### src/rtl/smcg_pkg.sv
package smcg_pkg;

  localparam int unsigned SMCG_WORD_W = 32;

  typedef struct packed {
    logic secure;
    logic priv;
  } smcg_attr_t;

  // bit-level permission: secure bits need a secure access, then the matching privilege filter applies
  function automatic logic smcg_bit_grant(input logic is_sec, input smcg_attr_t a,
                                          input logic sp_only, input logic nsp_only);
    if (is_sec) return a.secure & (a.priv | ~sp_only);
    else        return a.priv | ~nsp_only;
  endfunction

endpackage

### src/rtl/smcg_access_filter.sv
module smcg_access_filter
  import smcg_pkg::*;
#(
  parameter int unsigned N_PERIPH     = 8,
  parameter int unsigned SEC_CTRL_BIT = 1
) (
  input  smcg_attr_t          attr_i,
  input  logic [N_PERIPH-1:0] sec_mask_i,
  input  logic                global_sec_en_i,
  input  logic                spriv_only_i,
  input  logic                nspriv_only_i,
  output logic [N_PERIPH-1:0] eff_sec_o,
  output logic [N_PERIPH-1:0] grant_o
);

  for (genvar i = 0; i < N_PERIPH; i++) begin : g_bit
    if (i == SEC_CTRL_BIT) begin : g_ctrl
      assign eff_sec_o[i] = sec_mask_i[i] | global_sec_en_i;
    end else begin : g_plain
      assign eff_sec_o[i] = sec_mask_i[i];
    end
    assign grant_o[i] = smcg_bit_grant(eff_sec_o[i], attr_i, spriv_only_i, nspriv_only_i);
  end

endmodule

### src/rtl/smcg_enable_bank.sv
module smcg_enable_bank #(
  parameter int unsigned N_PERIPH = 8
) (
  input  logic                clk_i,
  input  logic                rst_ni,
  input  logic                wr_en_i,
  input  logic [N_PERIPH-1:0] wdata_i,
  input  logic [N_PERIPH-1:0] grant_i,
  output logic [N_PERIPH-1:0] bits_o
);

  for (genvar i = 0; i < N_PERIPH; i++) begin : g_bit
    logic bit_q;

    always_ff @(posedge clk_i or negedge rst_ni) begin
      if (!rst_ni)                    bit_q <= 1'b0;
      else if (wr_en_i && grant_i[i]) bit_q <= wdata_i[i];
    end

    assign bits_o[i] = bit_q;


    blocked_bit_hold_chk: assert property (@(posedge clk_i) disable iff (!rst_ni)
      (wr_en_i && !grant_i[i]) |=> $stable(bits_o[i]));


    idle_bit_hold_chk: assert property (@(posedge clk_i) disable iff (!rst_ni)
      !wr_en_i |=> $stable(bits_o[i]));
  end

endmodule

### src/rtl/smcg_gate_sel.sv
module smcg_gate_sel #(
  parameter int unsigned N_PERIPH = 8
) (
  input  logic                clk_i,
  input  logic                rst_ni,
  input  logic                sleep_i,
  input  logic [N_PERIPH-1:0] run_en_i,
  input  logic [N_PERIPH-1:0] keep_i,
  output logic [N_PERIPH-1:0] gated_en_o
);

  logic [N_PERIPH-1:0] gated_q;

  always_ff @(posedge clk_i or negedge rst_ni) begin
    if (!rst_ni)      gated_q <= '0;
    else if (sleep_i) gated_q <= keep_i;
    else              gated_q <= run_en_i;
  end

  assign gated_en_o = gated_q;


  sleep_gate_off_chk: assert property (@(posedge clk_i) disable iff (!rst_ni)
    sleep_i |=> ((gated_en_o & ~$past(keep_i)) == '0));


  run_follow_chk: assert property (@(posedge clk_i) disable iff (!rst_ni)
    !sleep_i |=> ((gated_en_o & ~$past(run_en_i)) == '0));

endmodule

### src/rtl/smcg_sleep_clk_ctrl.sv
module smcg_sleep_clk_ctrl
  import smcg_pkg::*;
#(
  parameter int unsigned N_PERIPH     = 8,
  parameter int unsigned ADDR_W       = 8,
  parameter logic [ADDR_W-1:0] REG_OFFSET = 8'h10,
  parameter int unsigned SEC_CTRL_BIT = 1
) (
  input  logic                   clk_i,
  input  logic                   rst_ni,
  input  logic                   req_i,
  input  logic                   we_i,
  input  logic [ADDR_W-1:0]      addr_i,
  input  logic [SMCG_WORD_W-1:0] wdata_i,
  input  logic                   secure_i,
  input  logic                   priv_i,
  output logic [SMCG_WORD_W-1:0] rdata_o,
  input  logic [N_PERIPH-1:0]    sec_mask_i,
  input  logic                   global_sec_en_i,
  input  logic                   spriv_only_i,
  input  logic                   nspriv_only_i,
  input  logic                   sleep_i,
  input  logic [N_PERIPH-1:0]    run_en_i,
  output logic [N_PERIPH-1:0]    gated_en_o,
  output logic [N_PERIPH-1:0]    wake_cap_o
);

  localparam int unsigned WORD_W = SMCG_WORD_W;

  smcg_attr_t          attr;
  logic                addr_hit, wr_hit, rd_hit;
  logic [N_PERIPH-1:0] eff_sec, grant, keep_bits;
  logic [WORD_W-1:0]   rd_word, rdata_q;

  assign attr     = '{secure: secure_i, priv: priv_i};
  assign addr_hit = (addr_i == REG_OFFSET);
  assign wr_hit   = req_i & we_i & addr_hit;
  assign rd_hit   = req_i & ~we_i & addr_hit;

  if (N_PERIPH < WORD_W) begin : g_pad
    logic unused_wdata_hi;
    assign unused_wdata_hi = ^wdata_i[WORD_W-1:N_PERIPH];
  end

  smcg_access_filter #(
    .N_PERIPH    (N_PERIPH),
    .SEC_CTRL_BIT(SEC_CTRL_BIT)
  ) i_filter (
    .attr_i         (attr),
    .sec_mask_i     (sec_mask_i),
    .global_sec_en_i(global_sec_en_i),
    .spriv_only_i   (spriv_only_i),
    .nspriv_only_i  (nspriv_only_i),
    .eff_sec_o      (eff_sec),
    .grant_o        (grant)
  );

  smcg_enable_bank #(
    .N_PERIPH(N_PERIPH)
  ) i_bank (
    .clk_i  (clk_i),
    .rst_ni (rst_ni),
    .wr_en_i(wr_hit),
    .wdata_i(wdata_i[N_PERIPH-1:0]),
    .grant_i(grant),
    .bits_o (keep_bits)
  );

  smcg_gate_sel #(
    .N_PERIPH(N_PERIPH)
  ) i_gate (
    .clk_i     (clk_i),
    .rst_ni    (rst_ni),
    .sleep_i   (sleep_i),
    .run_en_i  (run_en_i),
    .keep_i    (keep_bits),
    .gated_en_o(gated_en_o)
  );

  // hidden bits and the unused upper word read as zero
  assign rd_word = WORD_W'(keep_bits & grant);

  always_ff @(posedge clk_i or negedge rst_ni) begin
    if (!rst_ni)     rdata_q <= '0;
    else if (rd_hit) rdata_q <= rd_word;
    else             rdata_q <= '0;
  end

  assign rdata_o    = rdata_q;
  assign wake_cap_o = keep_bits;


  ns_read_hidden_chk: assert property (@(posedge clk_i) disable iff (!rst_ni)
    (rd_hit && !secure_i) |=> ((rdata_o[N_PERIPH-1:0] & $past(eff_sec)) == '0));


  ctrl_bit_hidden_chk: assert property (@(posedge clk_i) disable iff (!rst_ni)
    (rd_hit && !secure_i && global_sec_en_i) |=> !rdata_o[SEC_CTRL_BIT]);


  read_subset_chk: assert property (@(posedge clk_i) disable iff (!rst_ni)
    rd_hit |=> ((rdata_o[N_PERIPH-1:0] & ~$past(keep_bits)) == '0));


  no_read_zero_chk: assert property (@(posedge clk_i) disable iff (!rst_ni)
    !rd_hit |=> (rdata_o == '0));

endmodule

### config.mk
export PLATFORM = sky130hd
export DESIGN_NAME = smcg_sleep_clk_ctrl
export DESIGN_NICKNAME = d
export VERILOG_FILES = /design/src/rtl/smcg_pkg.sv /design/src/rtl/smcg_access_filter.sv /design/src/rtl/smcg_enable_bank.sv /design/src/rtl/smcg_gate_sel.sv /design/src/rtl/smcg_sleep_clk_ctrl.sv
export SDC_FILE = /design/constraint.sdc
export NUM_CORES = 1
export LEC_CHECK = 0
export BUFFER_PORTS_ARGS = -buffer_cell sky130_fd_sc_hd__clkbuf_2
export CORE_MARGIN = 3
export CORE_UTILIZATION = 39
export CTS_CLUSTER_DIAMETER = 120
export DETAILED_ROUTE_END_ITERATION = 10
export PLACE_DENSITY = 0.78
export SLEW_MARGIN = 20
export SYNTH_ARGS = -nofsm -noshare
export SYNTH_HDL_FRONTEND = slang
export SYNTH_SLANG_ARGS = --single-unit
### constraint.sdc
create_clock -name clk_i -period 0.8 [get_ports clk_i]
set_input_delay 0.04 -clock clk_i [delete_from_list [all_inputs] [get_ports clk_i]]
set_output_delay 0.04 -clock clk_i [all_outputs]
set_load 0.05 [all_outputs]
## Word-level counts from Yosys, hierarchy flattened

Cells that the tools add are included.

| word-level totals | value |
|---|---|
| bits of input ports | 66 |
| output and inout bits | 48 |
| logic and storage cells | 41 |
| register bits | 24 |

| operators by class | value |
|---|---|
| reductions and logical operators | 8 |
| equal/unequal tests | 1 |
| muxes and demuxes | 10 |
| bitwise operators | 12 |

Operators with widths:

| cell | number |
|---|---|
| two-way mux 8 bit | 2 |
| AND 8 bit | 1 |
| == test 8 x 5 -> 1 bit (second input constant) | 1 |
| logical AND 1 bit | 8 |
| two-way mux 1 bit | 8 |
| AND 1 bit | 5 |
| NOT 1 bit | 3 |
| OR 1 bit | 3 |

## Depth between registers and ports, before layout

Gate-level depths: netlist of run 1.

| logic depth | value |
|---|---|
| word-level depth | 6 |
| mapped depth | 5 |
| gate-level depth less buffers | 4 |

## Hierarchy

A second synthesis of run 1 with hierarchy kept.

| second synthesis, totals | value |
|---|---|
| cells, all modules | 143 |
| area, all modules | 1574.0 um^2 |

By module, submodules not included:

| module | seq. area each (um^2) | area each (um^2) | times used | cells each |
|---|---|---|---|---|
| smcg_sleep_clk_ctrl | 200.2 | 585.6 | 1 | 57 |
| smcg_enable_bank | 200.2 | 421.7 | 1 | 33 |
| smcg_gate_sel | 200.2 | 331.6 | 1 | 17 |
| smcg_access_filter | 0.0 | 235.2 | 1 | 36 |

## Worst setup path before layout of run 1

No wires, ideal clock.

| timing | value |
|---|---|
| kind | input-to-reg |
| start | input port addr_i[5] |
| end | register i_bank.g_bit[0].bit_q |
| path buffers | 0 |
| stages on the path | 4 |
| arrival | 1.058 ns |
| setup slack | -0.385 ns |
| cell sequence | nor4b_4 > nand4_4 > nor3b_1 > mux2_1 |

| on the way | value |
|---|---|
| cells in the longest elaborated chain, start to end | 3 |

RTL lines:

| item | line | RTL |
|---|---|---|
| from (decl) | smcg_sleep_clk_ctrl.sv:13 | `input logic [ADDR_W-1:0] addr_i,` |
| == test 8 x 5 -> 1 bit | smcg_sleep_clk_ctrl.sv:36 | `assign addr_hit = (addr_i == REG_OFFSET);` |
| AND 1 bit | smcg_sleep_clk_ctrl.sv:37 | `assign wr_hit = req_i & we_i & addr_hit;` |
| logical AND 1 bit | smcg_enable_bank.sv:17 | `else if (wr_en_i && grant_i[i]) bit_q <= wdata_i[i];` |
| to (signal assigned) | smcg_enable_bank.sv:17 |  |
| to (decl) | smcg_enable_bank.sv:13 | `logic bit_q;` |

Every way passes these cells.
A chain may end at the register's enable or synchronous reset.

## Final worst setup path of run 1

Ends and elaborated chain as after synthesis.

==> out/results.tsv, run 1 <==
metric	value	unit
ioPinCount	114	
viasPerCell	4.48	
port_buffers	65	
hold_class	primary input to flip-flop	
final-hold-violation-count	0	
drive_gt1_share	48.8	%
cts_made_buffers	3	
fin_crit_sh	136	%
root_buffer	clkbuf_4	
maxSlewViolCount	0	
fin_skew	0.00986	ns
ir_worst_vdd	0.000888	V
end_kind	flip-flop	
setup_slack	-0.287	ns
path_buf_inv	1	
status	complete, but fails checks	
r2r-start	i_bank.g_bit[4].bit_q	
wl_per_cell	13.7	um
rr_worst_depth	2	
holdCritStartpoint	sec_mask_i[6]	
ant_nets	0	
crit_chain	buf_6 -> nor4b_4 -> nand4_4 -> nor3b_2 -> mux2_1	
cp.depth	5	
p_leak	1.21	nW
multiInputGateArea	728	um2
yosys_register_bits	24	
final-seq-area	601	um2
crit_slowest_cell	mux2_1	
routed_wl	3460	um
grt_pass1_wl	5210	um
synth_edf_count	0	
cap_violations	0	
ys.warnings.count	0	
gp_congestion	0.708	
syn_area	1410	um2
nFillCells	258	
initial_utilization	41.3	%
clock-sinks	24	
syn_inst	120	
critical_path.endpoint	i_bank.g_bit[0].bit_q	
rsz0062_at_grt	yes	
htree_levels	1	
dp_slack	-0.636	ns
cpPeakStageDelay	0.33	ns
core_area	3420	um2
worstPathArrival	1.30	ns
die_width	66.2	um
critPathMaxFanout	8	
globalRouteOverflowTotal	0	
violations	setup timing	
p_per_area	1300	nW/um2
insertion_delay	0.31	ns
std_cell_rows	21	
ys.flop_type	dfrtp_1	
grtUsageTotal	15.9	%
fp.dieArea	4380	um2
fin_crit	1.09	ns
cts_tree	yes	
clk_pin_slew	0.14	ns
startpoint_type	primary input	
num_vias	1133	
p_total	2.99	mW
grt_pass1_vias	1108	
die_h	66.2	um
finalSetupViolations	47	
critPathTopFamily	simple AND/OR/NAND/NOR gates	
ys_seq_area_share	42.6	%
timing.rr.end	i_gate.gated_en_o[4]	
antenna_cells	0	
drtIter0Drc	24	
area_growth	62.9	%
yosys.cell_types.count	19	
cts_buffer_depth	2	
antenna_found_initial	0	
nets	274	
whs	0.0969	ns
dp_hpwl	2260	um
synth-async-reset-ratio	100	%
drc	0	
max_freq	0.920	GHz
r2r_slack	-0.14	ns
crit_start	addr_i[5]	
drt_pass1_iterations	4	
grt_max_degree	25	
path_class	primary input to flip-flop	
required	1.02	ns
avgSynthCellArea	11.8	um2
-- where the power goes --
part | internal [mW] | leakage (nW) | switching (mW)
logic | 0.323 | 0.851 | 0.536
clock network | 0.506 | 0.0279 | 0.362
registers | 1.24 | 0.326 | 0.0227
-- cells by family (layout without fill, tap and decap cells) --
logic type	after synthesis	count (layout)	synth area share (%)
AND/OR/NAND/NOR	37	37	21.5
buffers and inverters	34	98	17.6
flip-flops	24	24	42.6
multiplexers	23	23	17.7
other	1	24	0.266
AO/OA/AOI/OAI	1	1	0.354
-- worst reg2reg max path: cells and delay by family (launching register included) --
kind     cells  cell delay [ns]
flops        1             0.45
buf+inv      1             0.14
mux          1             0.25
-- worst min-delay path by stage --
stage                                        to  cells past startpoint
after floorplan           i_bank.g_bit[0].bit_q                      0
after global placement     i_gate.gated_en_o[5]                      2
after detailed placement   i_gate.gated_en_o[5]                      2
after CTS                            rdata_o[6]                      3
after global routing                 rdata_o[7]                      3
final                                rdata_o[6]                      3
-- cell type report --
class | instances | share of cell area (%)
well taps | 46 | 2.50
clock inverters | 1 | 1.31
flip-flops and latches | 24 | 26.1
repair buffers | 94 | 37.4
multi-input cells | 85 | 31.7
clock buffers | 3 | 0.979
-- synthesized netlist by cell type (7+ instances only) --
cell,instances,area share [%]
nor2_1,8,2.1
buf_4,32,17
nand2b_1,8,3.5
dfrtp_1,24,43
nor3b_1,7,3.7
mux2i_1,7,5.0
and4b_1,8,5.7
mux2_2,9,7.2
mux2_1,7,5.6
-- sequential cells by signal, indices dropped and copies added (netlist names) --
signal and count:
i_bank.g_bit.bit_q 8, rdata_o 8, i_gate.gated_en_o 8
-- metal layers --
layer  track usage, %  vias to the layer above  part of all wire, %
li1                 -                      536                    -
met1             19.4                      529                   37
met2             28.5                       64                   53
met3             3.06                        4                  9.3
met4             3.81                        0                 0.69
met5                0                        -                    0
-- placed cells by master, fill, tap and decap left out --
master / netlist / routed
nor4bb_4: 0 / 1
buf_4: 32 / 6
nand2b_1: 8 / 8
mux2_4: 0 / 8
nor3_1: 1 / 1
and4b_1: 8 / 8
bufinv_16: 0 / 1
buf_8: 0 / 24
clkbuf_2: 0 / 39
conb_1: 1 / 24
nor2_1: 8 / 8
mux2_1: 7 / 7
nor4b_1: 1 / 1
nor4b_4: 1 / 1
buf_6: 0 / 8
a21oi_1: 1 / 1
mux2i_1: 7 / 7
dlygate4sd3_1: 0 / 17
clkbuf_4: 0 / 3
nor4_4: 1 / 1
nand4_4: 1 / 1
dfrtp_1: 24 / 24
nor3b_2: 0 / 7
mux2_2: 9 / 1
-- stage by stage --
step | setup TNS, ns | util, % | instances | area, um2
finish | -6.21 | 67.3 | 253 | 2300
global route | -8.14 | 67.3 | 253 | 2300
CTS | -6.51 | 65.1 | 252 | 2220
detailed placement | -7.87 | 49.3 | 227 | 1680
global placement | -7.40 | 49.3 | 227 | 1680
floorplan | -3.97 | - | 143 | 1500
-- repair_timing --
item | in CTS | in global routing
buffers inserted | 4 | 1
endpoints found under the hold margin | 40 | 0
gates cloned | 0 | 0
pin swaps | 2 | 6
resized for setup | 64 | 34
endpoints found under the setup margin | 41 | 48
hold buffers | 17 | 0
No activity file was read; power rests on OpenSTA's default activity.
==> run 2: changes to the inputs <==
==> constraint.sdc (replaced) <==
create_clock -name clk_i -period 0.8 [get_ports clk_i]
set_input_delay 0.12 -clock clk_i [delete_from_list [all_inputs] [get_ports clk_i]]
set_output_delay 0.12 -clock clk_i [all_outputs]
set_load 0.05 [all_outputs]
==> run 2 against run 1 <==
Net effect: the flow still finishes with violations (setup timing); utilization is 6.0 points lower; total power is 14% lower; first-iteration DRC count is 71% higher; register-to-register slack hardly changed; clock skew is 0.0087 ns lower; clock-buffer cell count stayed put; global-route usage is 0.61 points lower; final cell count is 7.1% lower; maximum frequency is 7.9% lower; critical endpoint is now i_bank.g_bit[7].bit_q; largest cell class is now multi-input combinational cells; largest power group unchanged.
==> out/results.tsv, run 2 (synthesis gave the netlist of run 1 again) <==
metric	value	unit	change
p_clk_share	20.4	%	-8.6 points
max_freq	0.847	GHz	-7.9%
p_leak	1.11	nW	-7.9%
nets	257		-6.2%
final-hold-violation-count	0		unchanged
drt_pass1_iterations	4		unchanged
die_h	66.2	um	unchanged
p_seq_share	49.0	%	+6.8 points
wl_per_cell	14.3	um	+4.4%
finalSetupViolations	48		+2.1%
drive_gt1_share	53.4	%	+4.6 points
drc	0		unchanged
insertion_delay	0.31	ns	about the same
grt_max_degree	25		unchanged
drtIter0Drc	41		+71%
num_vias	1079		-4.8%
gp_congestion	0.729		+2.9%
finish.utilization	61.3	%	-6.0 points
htree_levels	1		unchanged
fp.dieArea	4380	um2	unchanged
switchingPower	893	uW	-2.9%
maxSlewViolCount	0		unchanged
cts_tree	yes		
nFillCells	289		+12%
grtUsageTotal	15.3	%	-0.61 points
r2r_slack	-0.15	ns	about the same
ioPinCount	114		unchanged
p_per_area	1230	nW/um2	-5.3%
cts_buffer_depth	2		unchanged
switching_share	34.7	%	+3.9 points
cts_made_buffers	3		unchanged
path_class	primary input to flip-flop		
hold_class	primary input to flip-flop		
routed_wl	3360	um	-3.1%
final-seq-area	601	um2	unchanged
std_cell_rows	21		unchanged
placed_area	1680	um2	-0.45%
setup_tns	-9.29	ns	-3.08 ns
fin_skew	0.00117	ns	-0.00869 ns
setup_slack	-0.381	ns	-0.0932 ns
cap_violations	0		unchanged
core_area	3420	um2	unchanged
fin_crit	1.18	ns	+0.0932 ns
violations	setup timing		
required	1.01	ns	about the same
globalRouteOverflowTotal	0		unchanged
critical_path.endpoint	i_bank.g_bit[7].bit_q		
die_width	66.2	um	unchanged
viasPerCell	4.59		+2.5%
end_kind	flip-flop		
power_frac_comb	30.6	%	+1.9 points
port_buffers	65		unchanged
clk_pin_slew	0.13	ns	about the same
rsz0062_at_grt	yes		
area_growth	48.3	%	
status	complete, but fails checks		
layout_common_cells	39 x clkbuf_2, 24 x conb_1, 24 x dfrtp_1, 24 x buf_8		
initial_utilization	41.3	%	unchanged
crit_start	addr_i[6]		
grt_pass1_wl	5130	um	-1.6%
p_int	1.68	mW	-19%
r2r-start	i_bank.g_bit[2].bit_q		
antenna_cells	0		unchanged
antenna_found_initial	0		unchanged
fin_crit_sh	148	%	+12 points
fin_area	2090	um2	-9.0%
ir_worst_vdd	0.000578	V	-35%
startpoint_type	primary input		
timing.rr.end	i_bank.g_bit[2].bit_q		
multiInputGateArea	719	um2	-1.2%
rr_worst_depth	2		unchanged
grt_pass1_vias	1088		-1.8%
critPathMaxFanout	8		unchanged
dp_hpwl	2270	um	+0.47%
clock-sinks	24		unchanged
worstPathArrival	1.39	ns	+0.09 ns
root_buffer	clkbuf_4		
ant_nets	0		unchanged
whs	0.0266	ns	-0.0704 ns
final_common_cell	clkbuf_2		
## run 2: cell type report
type / instances / share of cell area [%]
clock buffer: 3 / 1.08
multi-input combinational: 85 / 34.4
sequential: 24 / 28.7
tap: 46 / 2.75
timing repair buffer: 77 / 33.1
## run 2: worst min path at each step
stage / start / end / cells after the start
after global placement: rst_ni / i_gate.gated_en_o[0] / 2
after CTS: wdata_i[2] / i_bank.g_bit[2].bit_q / 2
final: wdata_i[7] / i_bank.g_bit[7].bit_q / 2
after global routing: wdata_i[7] / i_bank.g_bit[7].bit_q / 2
after detailed placement: rst_ni / i_gate.gated_en_o[3] / 2
after floorplan: rst_ni / i_bank.g_bit[0].bit_q / 0
## run 2: worst max-delay path, stage by stage
cell	delay [ns]
buf_6	0.09
nor4b_4	0.32
nand4_4	0.26
nor3b_2	0.25
mux2_1	0.33
## run 2: power groups by stage
stage | Sequential [mW] | Combinational, mW | Clock (mW)
CTS | 1.25 | 0.744 | 0.537
detailed placement | 1.27 | 0.682 | 0
floorplan | 1.35 | 0.493 | 0
global route | 1.27 | 0.834 | 0.608
global placement | 1.27 | 0.680 | 0
finish | 1.26 | 0.788 | 0.526
## run 2: what timing repair did
item	4_1_cts	5_1_grt
pin swaps	1	6
hold buffers	1	0
hold endpoints to repair	24	0
setup buffers	4	1
resized for setup	58	39
endpoints found under the setup margin	40	48
## run 2: layer usage
metal	vias to the layer above	wire, um	track usage [%]
li1	500	-	-
met1	509	1410	18.6
met2	68	1610	27.0
met3	2	318	2.38
met4	0	19	5.33
met5	-	0	0
## run 2: metrics by stage
| stage | std cells | worst slack (ns) | total power [mW] |
|---|---|---|---|
| 2_1_floorplan | 143 | -0.465 | 1.84 |
| 3_3_place_gp | 226 | -0.668 | 1.95 |
| 3_5_place_dp | 226 | -0.736 | 1.96 |
| 4_1_cts | 234 | -0.375 | 2.54 |
| 5_1_grt | 235 | -0.437 | 2.71 |
| 6_report | 235 | -0.381 | 2.58 |
